--- src/rtl/lfill_pkg.sv ---
package lfill_pkg;
  typedef enum logic [1:0] {
    ST_IDLE,
    ST_REQ,
    ST_FILL,
    ST_REPLAY
  } fillState_t;

  // strobes from the sequencer into the datapath
  typedef struct packed {
    logic capture;   // latch a newly accepted miss
    logic beatTake;  // a memory word is written this cycle
    logic fwdNow;    // forward the incoming word to the processor
    logic replayNow; // return the held word after a full fill
  } fillStrobe_t;
endpackage

--- src/rtl/lfill_ctrl.sv ---
module lfill_ctrl
  import lfill_pkg::*;
(
  input  logic        clk,
  input  logic        rstN,
  input  logic        missValid,
  input  logic        loadThrough,
  input  logic        memDataValid,
  input  logic        idxHit,
  input  logic        idxLast,
  output fillStrobe_t strobe,
  output logic        reqReady,
  output logic        memReqValid,
  output logic        cpuStall
);
  fillState_t state, stateNxt;
  logic modeLt;
  logic delivered;

  always_comb begin
    reqReady         = (state == ST_IDLE);
    memReqValid      = (state == ST_REQ);
    strobe.capture   = missValid && reqReady;
    strobe.beatTake  = (state == ST_FILL) && memDataValid;
    strobe.fwdNow    = strobe.beatTake && idxHit && modeLt;
    strobe.replayNow = (state == ST_REPLAY);
    cpuStall         = (state != ST_IDLE) && !delivered;
  end

  always_comb begin
    stateNxt = state;
    unique case (state)
      ST_IDLE:   if (strobe.capture) stateNxt = ST_REQ;
      ST_REQ:    stateNxt = ST_FILL;
      ST_FILL:   if (strobe.beatTake && idxLast) stateNxt = modeLt ? ST_IDLE : ST_REPLAY;
      ST_REPLAY: stateNxt = ST_IDLE;
      default:   stateNxt = ST_IDLE;
    endcase
  end

  always_ff @(posedge clk or negedge rstN) begin
    if (!rstN) begin
      state     <= ST_IDLE;
      modeLt    <= 1'b0;
      delivered <= 1'b0;
    end else begin
      state <= stateNxt;
      if (strobe.capture) begin
        modeLt    <= loadThrough;
        delivered <= 1'b0;
      end else if (strobe.fwdNow) begin
        delivered <= 1'b1;
      end
    end
  end
endmodule

--- src/rtl/lfill_dpath.sv ---
module lfill_dpath
  import lfill_pkg::*;
#(
  parameter int ADDR_W = 16,
  parameter int DATA_W = 32,
  parameter int WORDS  = 8,
  localparam int OFF_W = $clog2(WORDS)
) (
  input  logic                clk,
  input  logic                rstN,
  input  fillStrobe_t         strobe,
  input  logic [ADDR_W-1:0]   missAddr,
  input  logic [DATA_W-1:0]   memData,
  output logic                idxHit,
  output logic                idxLast,
  output logic [ADDR_W-OFF_W-1:0] memReqLine,
  output logic                lineWe,
  output logic [OFF_W-1:0]    lineWeIdx,
  output logic [DATA_W-1:0]   lineWData,
  output logic                cpuValid,
  output logic [DATA_W-1:0]   cpuData
);
  localparam logic [OFF_W-1:0] LAST_IDX = OFF_W'(WORDS - 1);

  logic [ADDR_W-OFF_W-1:0] lineReg;
  logic [OFF_W-1:0]        offReg;
  logic [OFF_W-1:0]        beatIdx;
  logic [DATA_W-1:0]       heldWord;

  always_ff @(posedge clk or negedge rstN) begin
    if (!rstN) begin
      lineReg  <= '0;
      offReg   <= '0;
      beatIdx  <= '0;
      heldWord <= '0;
    end else begin
      if (strobe.capture) begin
        lineReg <= missAddr[ADDR_W-1:OFF_W];
        offReg  <= missAddr[OFF_W-1:0];
        beatIdx <= '0;
      end else if (strobe.beatTake) begin
        beatIdx <= beatIdx + 1'b1;
        if (idxHit) heldWord <= memData;
      end
    end
  end

  always_comb begin
    idxHit     = (beatIdx == offReg);
    idxLast    = (beatIdx == LAST_IDX);
    memReqLine = lineReg;
    lineWe     = strobe.beatTake;
    lineWeIdx  = beatIdx;
    lineWData  = memData;
    cpuValid   = strobe.fwdNow || strobe.replayNow;
    cpuData    = strobe.fwdNow ? memData : heldWord;
  end
endmodule

--- src/rtl/line_fill_lt.sv ---
module line_fill_lt
  import lfill_pkg::*;
#(
  parameter int ADDR_W = 16,
  parameter int DATA_W = 32,
  parameter int WORDS  = 8,
  localparam int OFF_W = $clog2(WORDS)
) (
  input  logic                    clk,
  input  logic                    rstN,
  input  logic                    missValid,
  input  logic [ADDR_W-1:0]       missAddr,
  input  logic                    loadThrough,
  output logic                    reqReady,
  output logic                    memReqValid,
  output logic [ADDR_W-OFF_W-1:0] memReqLine,
  input  logic                    memDataValid,
  input  logic [DATA_W-1:0]       memData,
  output logic                    lineWe,
  output logic [OFF_W-1:0]        lineWeIdx,
  output logic [DATA_W-1:0]       lineWData,
  output logic                    cpuValid,
  output logic [DATA_W-1:0]       cpuData,
  output logic                    cpuStall
);
  fillStrobe_t strobe;
  logic idxHit;
  logic idxLast;

  lfill_ctrl u_ctrl (
    .clk(clk), .rstN(rstN), .missValid(missValid), .loadThrough(loadThrough),
    .memDataValid(memDataValid), .idxHit(idxHit), .idxLast(idxLast),
    .strobe(strobe), .reqReady(reqReady), .memReqValid(memReqValid),
    .cpuStall(cpuStall)
  );

  lfill_dpath #(.ADDR_W(ADDR_W), .DATA_W(DATA_W), .WORDS(WORDS)) u_dpath (
    .clk(clk), .rstN(rstN), .strobe(strobe), .missAddr(missAddr),
    .memData(memData), .idxHit(idxHit), .idxLast(idxLast),
    .memReqLine(memReqLine), .lineWe(lineWe), .lineWeIdx(lineWeIdx),
    .lineWData(lineWData), .cpuValid(cpuValid), .cpuData(cpuData)
  );
endmodule

--- config.mk ---
export PLATFORM = sky130hd
export DESIGN_NAME = line_fill_lt
export DESIGN_NICKNAME = d
export VERILOG_FILES = /design/src/rtl/lfill_pkg.sv /design/src/rtl/lfill_ctrl.sv /design/src/rtl/lfill_dpath.sv /design/src/rtl/line_fill_lt.sv
export SDC_FILE = /design/constraint.sdc
export NUM_CORES = 1
export LEC_CHECK = 0
export BUFFER_PORTS_ARGS = -buffer_cell sky130_fd_sc_hd__buf_4
export CORE_MARGIN = 8
export CORE_UTILIZATION = 40
export CTS_CLUSTER_SIZE = 10
export DETAILED_ROUTE_END_ITERATION = 10
export PLACE_DENSITY_LB_ADDON = 0.05
export SLEW_MARGIN = 10
export SYNTH_ARGS = -nofsm -noshare
export SYNTH_HDL_FRONTEND = slang
export SYNTH_SLANG_ARGS = --single-unit
--- constraint.sdc ---
create_clock -name clk -period 2.1 [get_ports clk]
set_input_delay 0.315 -clock clk [delete_from_list [all_inputs] [get_ports clk]]
set_output_delay 0.315 -clock clk [all_outputs]
set_load 0.02 [all_outputs]
# After elaboration in Yosys (flattened, before gate mapping)
# Index checks and enable logic that the tools add are counted.
[op_classes] addsub=1 n_eq_ne=7 mux=9 bitwise=1 n_reduce_logical=14
[ops] cell="32-bit 2-to-1 mux" count=1
[ops] cell="2-bit case mux with 4 select lines" count=1
[ops] cell="1-bit logical AND" count=6
[ops] cell="2-bit 2-to-1 mux" count=3
[ops] cell="3-bit 2-to-1 mux" count=2
[ops] cell="2-bit nonzero test" count=3
[ops] cell="2-bit equality test, second input constant" count=2
[ops] cell="3-bit by 1-bit adder with 3-bit output, second input constant" count=1
[ops] cell="3-bit equality test" count=1
[ops] cell="3-bit equality test, second input constant" count=1
[ops] cell="3-bit AND reduction" count=1
[ops] cell="2-bit by 1-bit equality test with 1-bit output, second input constant" count=1
[ops] cell="2-bit logical NOT" count=1
[ops] cell="1-bit 2-to-1 mux" count=2
[ops] cell="2-bit by 1-bit inequality test with 1-bit output, second input constant" count=1
[ops] cell="2-bit inequality test, second input constant" count=1
[ops] cell="2-bit AND reduction" count=1
[ops] cell="1-bit logical NOT" count=1
[ops] cell="1-bit logical OR" count=1
[ops] cell="1-bit NOT" count=1
[totals] ff_bits=55 in_bits=53 out_inout_bits=85 elab_cells=39

# Longest topological paths before layout
# Gate-level depths: netlist (run 1).
[depth] ltp_word=6 depth_mapped=6 ltp_nobuf=4

# Hierarchy
# From an unflattened synthesis (run 1), not the netlist that was laid out.
[unflattened] cells_unflattened=209 hier_area_um2=2842.7
[by_module_without_submodules] module="lfill_dpath" n_inst=1 cells_per_inst=188 area_per_inst_um2=2615.0 seq_area_each_um2=1276.2
[by_module_without_submodules] module="lfill_ctrl" n_inst=1 cells_per_inst=21 area_per_inst_um2=227.7 seq_area_each_um2=100.1

# Worst setup path before layout (run 1)
# Ideal clock, no wire load.
[synth_timing] path_type="register to output" from="register u_dpath.beatIdx[2], in the netlist u_dpath.lineWeIdx[2]" to="output port cpuData[18]" arrival_ps=1795 required_time_ps=1785 path_slack_ps=-10 stages_incl_launch_ff=5 n_path_buf=1 cell_sequence="dfrtp_1 -> xor2_1 -> nor4_4 -> buf_6 -> mux2_1"
[synth_between] elab_chain_cells=4
[synth_rtl] element="from (decl)" line_no="lfill_dpath.sv:27" source="logic [OFF_W-1:0] beatIdx;"
[synth_rtl] element="from (signal assigned)" line_no="lfill_dpath.sv:42" source="beatIdx <= beatIdx + 1'b1;"
[synth_rtl] element="3-bit equality test" line_no="lfill_dpath.sv:49" source="idxHit = (beatIdx == offReg);"
[synth_rtl] element="1-bit logical AND (2 in series)" line_no="lfill_ctrl.sv:25" source="strobe.fwdNow = strobe.beatTake && idxHit && modeLt;"
[synth_rtl] element="32-bit 2-to-1 mux" line_no="lfill_dpath.sv:56" source="cpuData = strobe.fwdNow ? memData : heldWord;"
[synth_rtl] element="to (decl)" line_no="line_fill_lt.sv:23" source="output logic [DATA_W-1:0] cpuData,"
# No other way between the ends.

# Worst setup path after layout (run 1)
[layout_timing] from="register u_dpath.offReg[2]" to="output port cpuData[3]"
[layout_between] elab_chain_cells=4
[layout_rtl] element="from (decl)" line_no="lfill_dpath.sv:26" source="logic [OFF_W-1:0] offReg;"
[layout_rtl] element="from (signal assigned)" line_no="lfill_dpath.sv:39" source="offReg <= missAddr[OFF_W-1:0];"
[layout_rtl] element="3-bit equality test" line_no="lfill_dpath.sv:49"
[layout_rtl] element="1-bit logical AND (2 in series)" line_no="lfill_ctrl.sv:25"
[layout_rtl] element="32-bit 2-to-1 mux" line_no="lfill_dpath.sv:56"
# No other way between the ends.

==> results of run 1 <==
[final cells by class]
cell class / count / share of cell area [%]
multi-input cells: 106 / 30.19
flip-flops and latches: 55 / 33.30
clock inverters: 3 / 0.5445
well taps: 99 / 2.995
repair buffers: 151 / 31.31
clock buffers: 5 / 1.664
[worst max-delay path, delay by kind of cell, from the launching register on]
family	cells	cell delay [ns]
simple gates	1	0.27
flops	1	0.42
xor+xnor	1	0.20
buf+inv	3	0.49
mux	1	0.33
[placed cells by master (no fill, tap or decap), drive strengths merged]
cell and count:
nor3b 1, nor2 3, a2bb2oi 1, nand3 1
ha 2, nor4b 1, dfrtp 55, clkinv 2
xor2 3, nand2b 1, and3b 1, a21o 2
a21oi 1, clkbuf 5, a22o 2, mux2 82
nor2b 2, nand4b 2, buf 151, nor4 1
inv 1
[state kept, by name, summed over array words and instances, names as in the netlist]
name                cells
u_dpath.offReg          3
u_dpath.lineWeIdx       3
u_dpath.heldWord       32
u_ctrl.state            2
u_dpath.memReqLine     13
u_ctrl.modeLt           1
u_ctrl.delivered        1
[timing repair]
action,CTS,global route
pin swaps,2,0
gates cloned,2,0
gates resized for setup,50,10
buffers inserted,4,2
endpoints found under the hold margin,0,0
setup endpoints to repair,33,33
[worst max-delay path by stage]
stage	start	endpoint	slack, ns	cells past startpoint
finish	u_dpath.offReg[2]	cpuData[3]	-0.24	6
global route	u_dpath.offReg[2]	cpuData[3]	-0.34	6
CTS	u_dpath.offReg[2]	cpuData[3]	-0.27	6
detailed placement	u_dpath.offReg[2]	cpuData[2]	0.002	5
global placement	u_dpath.lineWeIdx[2]	cpuData[4]	0.05	5
floorplan	u_dpath.lineWeIdx[2]	cpuData[0]	0.03	4
[kinds of logic after synthesis]
| family | count (synthesis) | synth area share (%) |
|---|---|---|
| buf+inv | 41 | 11.47 |
| fa+ha+maj | 2 | 0.8751 |
| flops | 55 | 48.14 |
| simple gates | 13 | 4.682 |
| xor+xnor | 3 | 0.9192 |
| mux | 82 | 32.30 |
| compound gates | 6 | 1.619 |
[stage by stage]
step	TNS [ns]	total power [mW]	utilization [%]	instances	worst slack [ns]
2_1_floorplan	0	3.653	-	202	0.02779
3_3_place_gp	0	4.734	52.83	404	0.04620
3_5_place_dp	0	4.770	52.83	404	0.002387
4_1_cts	-7.640	5.735	57.75	418	-0.2720
5_1_grt	-9.802	6.063	58.28	419	-0.3409
6_report	-6.473	5.710	58.28	419	-0.2407
[power breakdown]
group | internal (mW) | switching [mW] | total [mW]
combinational | 1.81 | 1.48 | 3.29
clock | 0.240 | 0.355 | 0.595
sequential | 1.55 | 0.271 | 1.82
total | 3.60 | 2.11 | 5.71
[layer usage]
layer  GRT usage, %  routed length (um)  vias to the layer above
met3          4.351                 568                        7
li1               -                   -                      915
met5              0                   0                        -
met1          14.17                2513                      933
met2          23.54                3426                       68
met4          4.186                  72                        0
==> metrics.txt, run 1 <==
Worst Slack Setup Final -0.2407 ns; detailed placement HPWL 4905 um; Least-Margin Pin Slew approximately 0.7 ns; crit path cell chain xor2_2, nor4_4, buf_6, buf_8, mux2_2, buf_4; ys async rst share between 90% and 100%; Cells after Synth 202; Final Net Count around 370; arrival time at the worst endpoint a little over 2 ns; failing checks setup timing; drt via density ~4.6; largest net degree at the start of global routing 56; syn nets approximately 260; die width around 100 um; Critical R2R Launch u_ctrl.state[0]; max_cap viols 0; Initial Util 40.28%; Post-DP Area about 0.0037 mm^2; vias in the first global route around 2100; top post-synthesis cells by area dfrtp_1 (48%), mux2_2 (27%), buf_4 (8.9%), mux2_1 (5.1%), buf_6 (2.4%); first-pass GRT wire length between 10000 and 15000 um; final period utilization 111.5%; ys flop type dfrtp_1; clk slew on worst S/H paths 0.11 ns; RePlAce Congestion around 0.71; H-tree lvl count 2; sequential-to-total area share from yosys stat ~48%; Synth cell types 22; final worst path period need approximately 2.3 ns; filler instances 600; setup violators final 33; Yosys reg bits 55; Reg2Reg Capture Point u_dpath.heldWord[12]; Post-synth top cells mux2_2 (69), dfrtp_1 (55), buf_4 (34); Clock Skews about 0.013 ns; RSZ-0062 raised after global routing yes; DR pass1 iterations 4; Core Footprint about 0.0071 mm^2; R2R setup slack ~0.19 ns; Worst Hold Class input pin to async pin; Num CTS Buffers 5; warnings from Yosys 0; CP Capture Type primary output; Final Cell Area 0.004136 mm^2; Chip Height ~100 um; DR WL/cell around 16 um; most frequent cell after synthesis mux2_2; cell area after synthesis around 0.0029 mm^2; I/O pins between 100 and 150; layout cells sized above 1 between 70% and 80%; Total Die Area between 0.01 and 0.015 mm^2; CTS sink cnt 55; Final ANT Viol Nets 0; initial antenna violation count 0; number of buffers inserted by port buffering approximately 140; hold slack around 0.029 ns; # rows 31; outcome complete, but fails checks; DRC Markers 0; antenna cells 0; Slowest cell on crit path dfrtp_1; Power Density around 1400 mW/mm^2; register area 0.001378 mm^2; peak supply drop 0.0006959 V; worst endpoint required time ~1.8 ns; final hold vios 0; multi-input logic area 0.001249 mm^2; GRT overflow 0; Longest Clk Path Bufs 2; WL final between 6000 and 7000 um; Layout area overhead 44.68%; Final Max Tran Viols 0; WS Path Type flip-flop to primary output; share of the synthesized area in the top cell type about half; crit-path max cell delay about 0.42 ns; CP Max Fanout 9; cell taking the most area after synthesis dfrtp_1; syn_area_per_cell between 10 and 15 um^2; clk root buf clkbuf_8; Iteration-0 DRC Markers 26; number of synthesized flops with an enable pin 0; CTS tree built; Hold Buf Count CTS 0; vias approximately 1900; Peak Freq 427.2 MHz; Overall Global Routing Usage roughly an eighth; worst skew pair latency approximately 0.31 ns; Slew headroom between 50% and 60%; LEAKAGE around 2 nW; startpoint type of the worst setup path flip-flop; Worst Reg-to-Reg Cells 5
Note: power is estimated with default switching activity, not from simulation.
==> inputs of run 2 (changes only) <==
--- a/config.mk
+++ b/config.mk
@@ -10,3 +10,2 @@
 export CORE_UTILIZATION = 40
-export CTS_CLUSTER_SIZE = 10
 export DETAILED_ROUTE_END_ITERATION = 10
--- a/constraint.sdc
+++ b/constraint.sdc
@@ -3,2 +3,2 @@
 set_output_delay 0.315 -clock clk [all_outputs]
-set_load 0.02 [all_outputs]
+set_load 0.005 [all_outputs]
==> run 2 against run 1 <==
  * The run still ends with setup timing left
  * Core utilization is 1.2 points higher
  * Final cell count up 1.2%
  * Sequential share of layout area down 0.70 points
  * Final area up 2.1%
  * Clock power increased by 3.5%
==> metrics.txt, run 2 (synthesis results as in run 1) <==
Place WS between 0.05 and 0.06 ns; Reg with most FFs u_dpath.heldWord; first-pass GRT wire length approximately 11000 um; max_cap viols 0; wl on met1 between 2000 and 3000 um; commonest non-fill, non-tap cells in the layout buf_4 (122), dfrtp_1 (55), mux2_2 (48); hold slack a little under 0.04 ns; LEAKAGE between 2 and 2.5 nW; DRC Markers 0; drt via density 4.642; detailed placement HPWL slightly below 5000 um; commonest non-fill, non-tap cell in the layout buf_4; DR WL/cell between 15 and 20 um; Least-Margin Pin Slew around 0.7 ns; I/O pins roughly 140; failing checks setup timing; Final ANT Viol Nets 0; peak supply drop approximately 0.00063 V; Largest register FFs 32; worst endpoint required time 1.78 ns; clk slew on worst S/H paths ~0.1 ns; vias in the first global route about 2100; worst skew pair latency just over 0.3 ns; Clock Skews around 0.0084 ns; CP Capture Type primary output; final hold vios 0; met2 WL between 3000 and 4000 um; crit-path max cell delay 0.42 ns; Placed Cells roughly 400; clk root buf clkbuf_8; critical path startpoint u_dpath.lineWeIdx[2]; WS Path Type flip-flop to primary output; Final Cell Area about 0.0042 mm^2; Core Footprint ~0.0071 mm^2; vias around 2000; Layout area overhead 47.66%; Initial Util a little over 40%; final worst path period need approximately 2.3 ns; initial antenna violation count 0; final period utilization 111.7%; Worst Reg-to-Reg Cells 6; Critical R2R Launch u_dpath.lineWeIdx[2]; top routing layer in use met4; H-tree lvl count 2; RePlAce Congestion just under 0.7; Top Family by Delay on Critical Path buffers and inverters; filler instances a little over 600; Bufs and invs on worst path 3; arrival time at the worst endpoint between 2 and 2.5 ns; RSZ-0062 raised after global routing yes; largest net degree at the start of global routing between 50 and 60; R2R setup slack 0.16 ns; Iteration-0 DRC Markers 30; # rows 31; Power, Total slightly above 5 mW; fin util between 50% and 60%; Power Density roughly 1200 mW/mm^2; GRT overflow 0; Final Max Tran Viols 0; Total Die Area 0.01011 mm^2; die width around 100 um; antenna cells 0; CP Max Fanout 7; Num CTS Buffers 5; Finished Layout Cells between 400 and 500; setup violators final 33; CTS sink cnt between 50 and 60; Chip Height around 100 um; DR pass1 iterations 3; Longest Clk Path Bufs 2; met3 wire len 626 um; CTS tree built; Reg2Reg Capture Point u_dpath.heldWord[21]; Overall Global Routing Usage approximately an eighth; Worst Slack Setup Final -0.2463 ns; number of buffers inserted by port buffering around 140; Slew headroom between 50% and 60%; Setup TNS -7.376 ns; layout cells sized above 1 about 75%; startpoint type of the worst setup path flip-flop; Worst Hold Class input pin to async pin; Peak Freq 426.2 MHz; Slowest cell on crit path dfrtp_1; crit path cell chain xor2_2, nor4_4, buf_4, clkbuf_16, mux2_4, buf_6; outcome complete, but fails checks; Final Net Count ~380; WL final roughly 7000 um; Post-DP Area about 0.0038 mm^2
[run 2: worst register-to-register path, cell delays in order, from the launching register on]
cell and delay [ns]:
dfrtp_1 0.42, xor2_2 0.20, buf_4 0.14, buf_4 0.13
nor4b_4 0.31, buf_12 0.25, mux2_2 0.37
[run 2: routing by layer]
metal  track usage, %  up-vias
li1                 -      920
met1            14.89      975
met2            22.21       67
met3            5.525        6
met4            3.488        0
met5                0        -
[run 2: power breakdown]
part	leakage, nW	total [mW]	switching (mW)	internal [mW]
Sequential	0.677	1.83	0.281	1.55
Combinational	1.33	2.72	0.894	1.82
Clock	0.0474	0.616	0.346	0.270
Total	2.06	5.16	1.52	3.64
[run 2: layout make-up]
type	instances	area [um^2]	area share, %
sequential	55	1376	32.60
timing repair buffer	156	1351	32.01
multi-input combinational	106	1271	30.11
tap	99	123.9	2.934
clock buffer	6	82.58	1.956
clock inverter	2	16.27	0.3853
[run 2: what timing repair did]
action                                 CTS  global route
pin swaps                                0             2
setup endpoints to repair               33            33
gates cloned                             1             2
hold buffers                             0             0
gates resized for setup                 14            46
endpoints found under the hold margin    0             0
buffers inserted                         5             5
[run 2: worst max-delay path by stage]
stage / cells after the start / slack, ns / end
after CTS: 6 / -0.27 / cpuData[10]
after floorplan: 4 / 0.14 / cpuData[0]
final: 6 / -0.25 / cpuData[5]
after global placement: 5 / 0.09 / cpuData[7]
after global routing: 6 / -0.35 / cpuData[5]
after detailed placement: 5 / 0.05 / cpuData[12]
==> inputs of run 3 (changes only) <==
CORE_UTILIZATION = 46   (was 40)
MAX_ROUTING_LAYER = met4   (was unset)
SKIP_LAST_GASP = 1   (was unset)
==> run 3 against run 2 <==
  * The run still ends with setup timing left
  * Wire length decreased by 2.4%
  * Sequential power hardly changed
  * Sequential cell count unchanged
  * Maximum frequency rose by 2.0%
  * Clock skew shrank 0.0016 ns
  * Clock power fell by 9.3%
  * Count of clock-buffer cells in the layout increased by 1
  * First-iteration DRC count up 57%
  * Setup slack better by 0.045 ns
  * Critical endpoint is now cpuData[16]
  * Largest cell class unchanged
==> metrics.txt, run 3 (synthesis results as in run 1) <==
Initial Util about half; final worst path period need 2.301 ns; clk slew on worst S/H paths 0.09 ns; Final Net Count about 380; Longest Clk Path Bufs 2; worst skew pair latency about 0.31 ns; LEAKAGE approximately 2.0 nW; setup violators final 33; clk root buf clkbuf_8; worst endpoint required time 1.78 ns; R2R setup slack 0.24 ns; DR pass1 iterations 4; RSZ-0062 raised after global routing yes; outcome complete, but fails checks; Clock Skews between 0.006 and 0.007 ns; Bufs and invs on worst path 3; Iteration-0 DRC Markers between 40 and 50; CTS tree built; Hold Buf Count CTS 0; Power Density roughly 1200 mW/mm^2; die width 94.84 um; Top Family by Delay on Critical Path buffers and inverters; final hold vios 0; peak supply drop roughly 0.00074 V; Least-Margin Pin Slew 0.6843 ns; initial antenna violation count 0; WL final 6806 um; DRC Markers 0; Overall Global Routing Usage approximately 16%; WS Path Type flip-flop to primary output; vias in the first global route ~2200; final period utilization 109.6%; Peak Freq 434.5 MHz; Largest register FFs 32; fin util ~66%; layout cells sized above 1 72.98%; Setup TNS -5.690 ns; Placed Cells 383; number of buffers inserted by port buffering around 140; Num CTS Buffers 5; drt via density slightly below 5; Core Footprint about 0.0060 mm^2; crit-path max cell delay between 0.4 and 0.5 ns; Reg with most FFs u_dpath.heldWord; DR WL/cell between 15 and 20 um; first-pass GRT wire length 10830 um; Chip Height 94.84 um; GRT overflow 0; Worst Slack Setup Final -0.2013 ns; RePlAce Congestion 0.7259; Layout area overhead 38.12%; I/O pins around 140; Final ANT Viol Nets 0; Slew headroom 54.38%; CP Capture Type primary output; Slowest cell on crit path dfrtp_1; vias just under 2000; commonest non-fill, non-tap cell in the layout buf_4; commonest non-fill, non-tap cells in the layout buf_4 (145), mux2_2 (64), dfrtp_1 (55); detailed placement HPWL 5145 um; filler instances 495; H-tree lvl count 2; CP Max Fanout 10; # rows 28; Finished Layout Cells between 300 and 400; arrival time at the worst endpoint between 1.5 and 2 ns; failing checks setup timing; Worst Hold Class input pin to async pin; startpoint type of the worst setup path flip-flop; largest net degree at the start of global routing 56; Power, Total approximately 4.8 mW; max_cap viols 0; CTS sink cnt 55; Final Max Tran Viols 0; Total Die Area between 0.008 and 0.009 mm^2; antenna cells 0; crit path cell chain xor2_2, nor4_4, buf_6, clkbuf_16, mux2_2, buf_4
[run 3: changes by cell type in the layout (fill, tap and decap cells not counted), moves of 2 or more]
cell      previous run  this run
mux2_1               9        13
mux2_2              48        64
mux2_4              25         5
clkbuf_1             0         2
buf_6               28         6
buf_4              122       145
buf_8                2         0
[run 3: routing by layer]
metal	share of wire, %	vias up	GRT usage [%]
li1	-	915	-
met1	40	945	17.55
met2	49	85	25.14
met3	11	8	6.508
met4	0.76	0	3.511
met5	0	-	-
[run 3: cell type report]
cell class                      count  area (um^2)  share of cell area [%]
Clock inverter                      1        5.005                  0.1267
Sequential cell                    55         1376                   34.85
Tap cell                           75        93.84                   2.376
Multi-Input combinational cell    106         1196                   30.29
Timing Repair Buffer              153         1201                   30.42
Clock buffer                        7        76.32                   1.933
[run 3: worst paths after layout]
path                                      start                endpoint  cells after the start
max                           u_dpath.offReg[2]             cpuData[16]                      6
min                                        rstN  u_dpath.memReqLine[11]                      1
max reg2reg                     u_ctrl.state[0]    u_dpath.heldWord[16]                      5
min reg2reg                u_dpath.heldWord[24]    u_dpath.heldWord[24]                      1
max in group asynchronous                  rstN    u_dpath.heldWord[10]                      1
min in group clk                      missValid        u_ctrl.delivered                      2
[run 3: metrics by stage]
| step | cell area [um^2] | setup WS [ns] | hold WS, ns |
|---|---|---|---|
| 3_3_place_gp | 3741 | 0.09903 | 0.4077 |
| 2_1_floorplan | 2859 | 0.1428 | 0.01941 |
| 3_5_place_dp | 3741 | 0.06228 | 0.4054 |
| 6_report | 3949 | -0.2013 | 0.03952 |
| 4_1_cts | 3886 | -0.2501 | 0.06821 |
| 5_1_grt | 3949 | -0.3069 | 0.09440 |
[run 3: where the power goes]
part | internal (mW) | total, mW | switching (mW)
sequential | 1.55 | 1.83 | 0.276
combinational | 1.55 | 2.39 | 0.842
clock | 0.235 | 0.559 | 0.324
total | 3.33 | 4.78 | 1.44
[run 3: repair_timing]
item,in CTS,in global routing
setup buffers,3,1
cloned,1,1
gates resized for setup,9,6
endpoints found under the setup margin,32,33
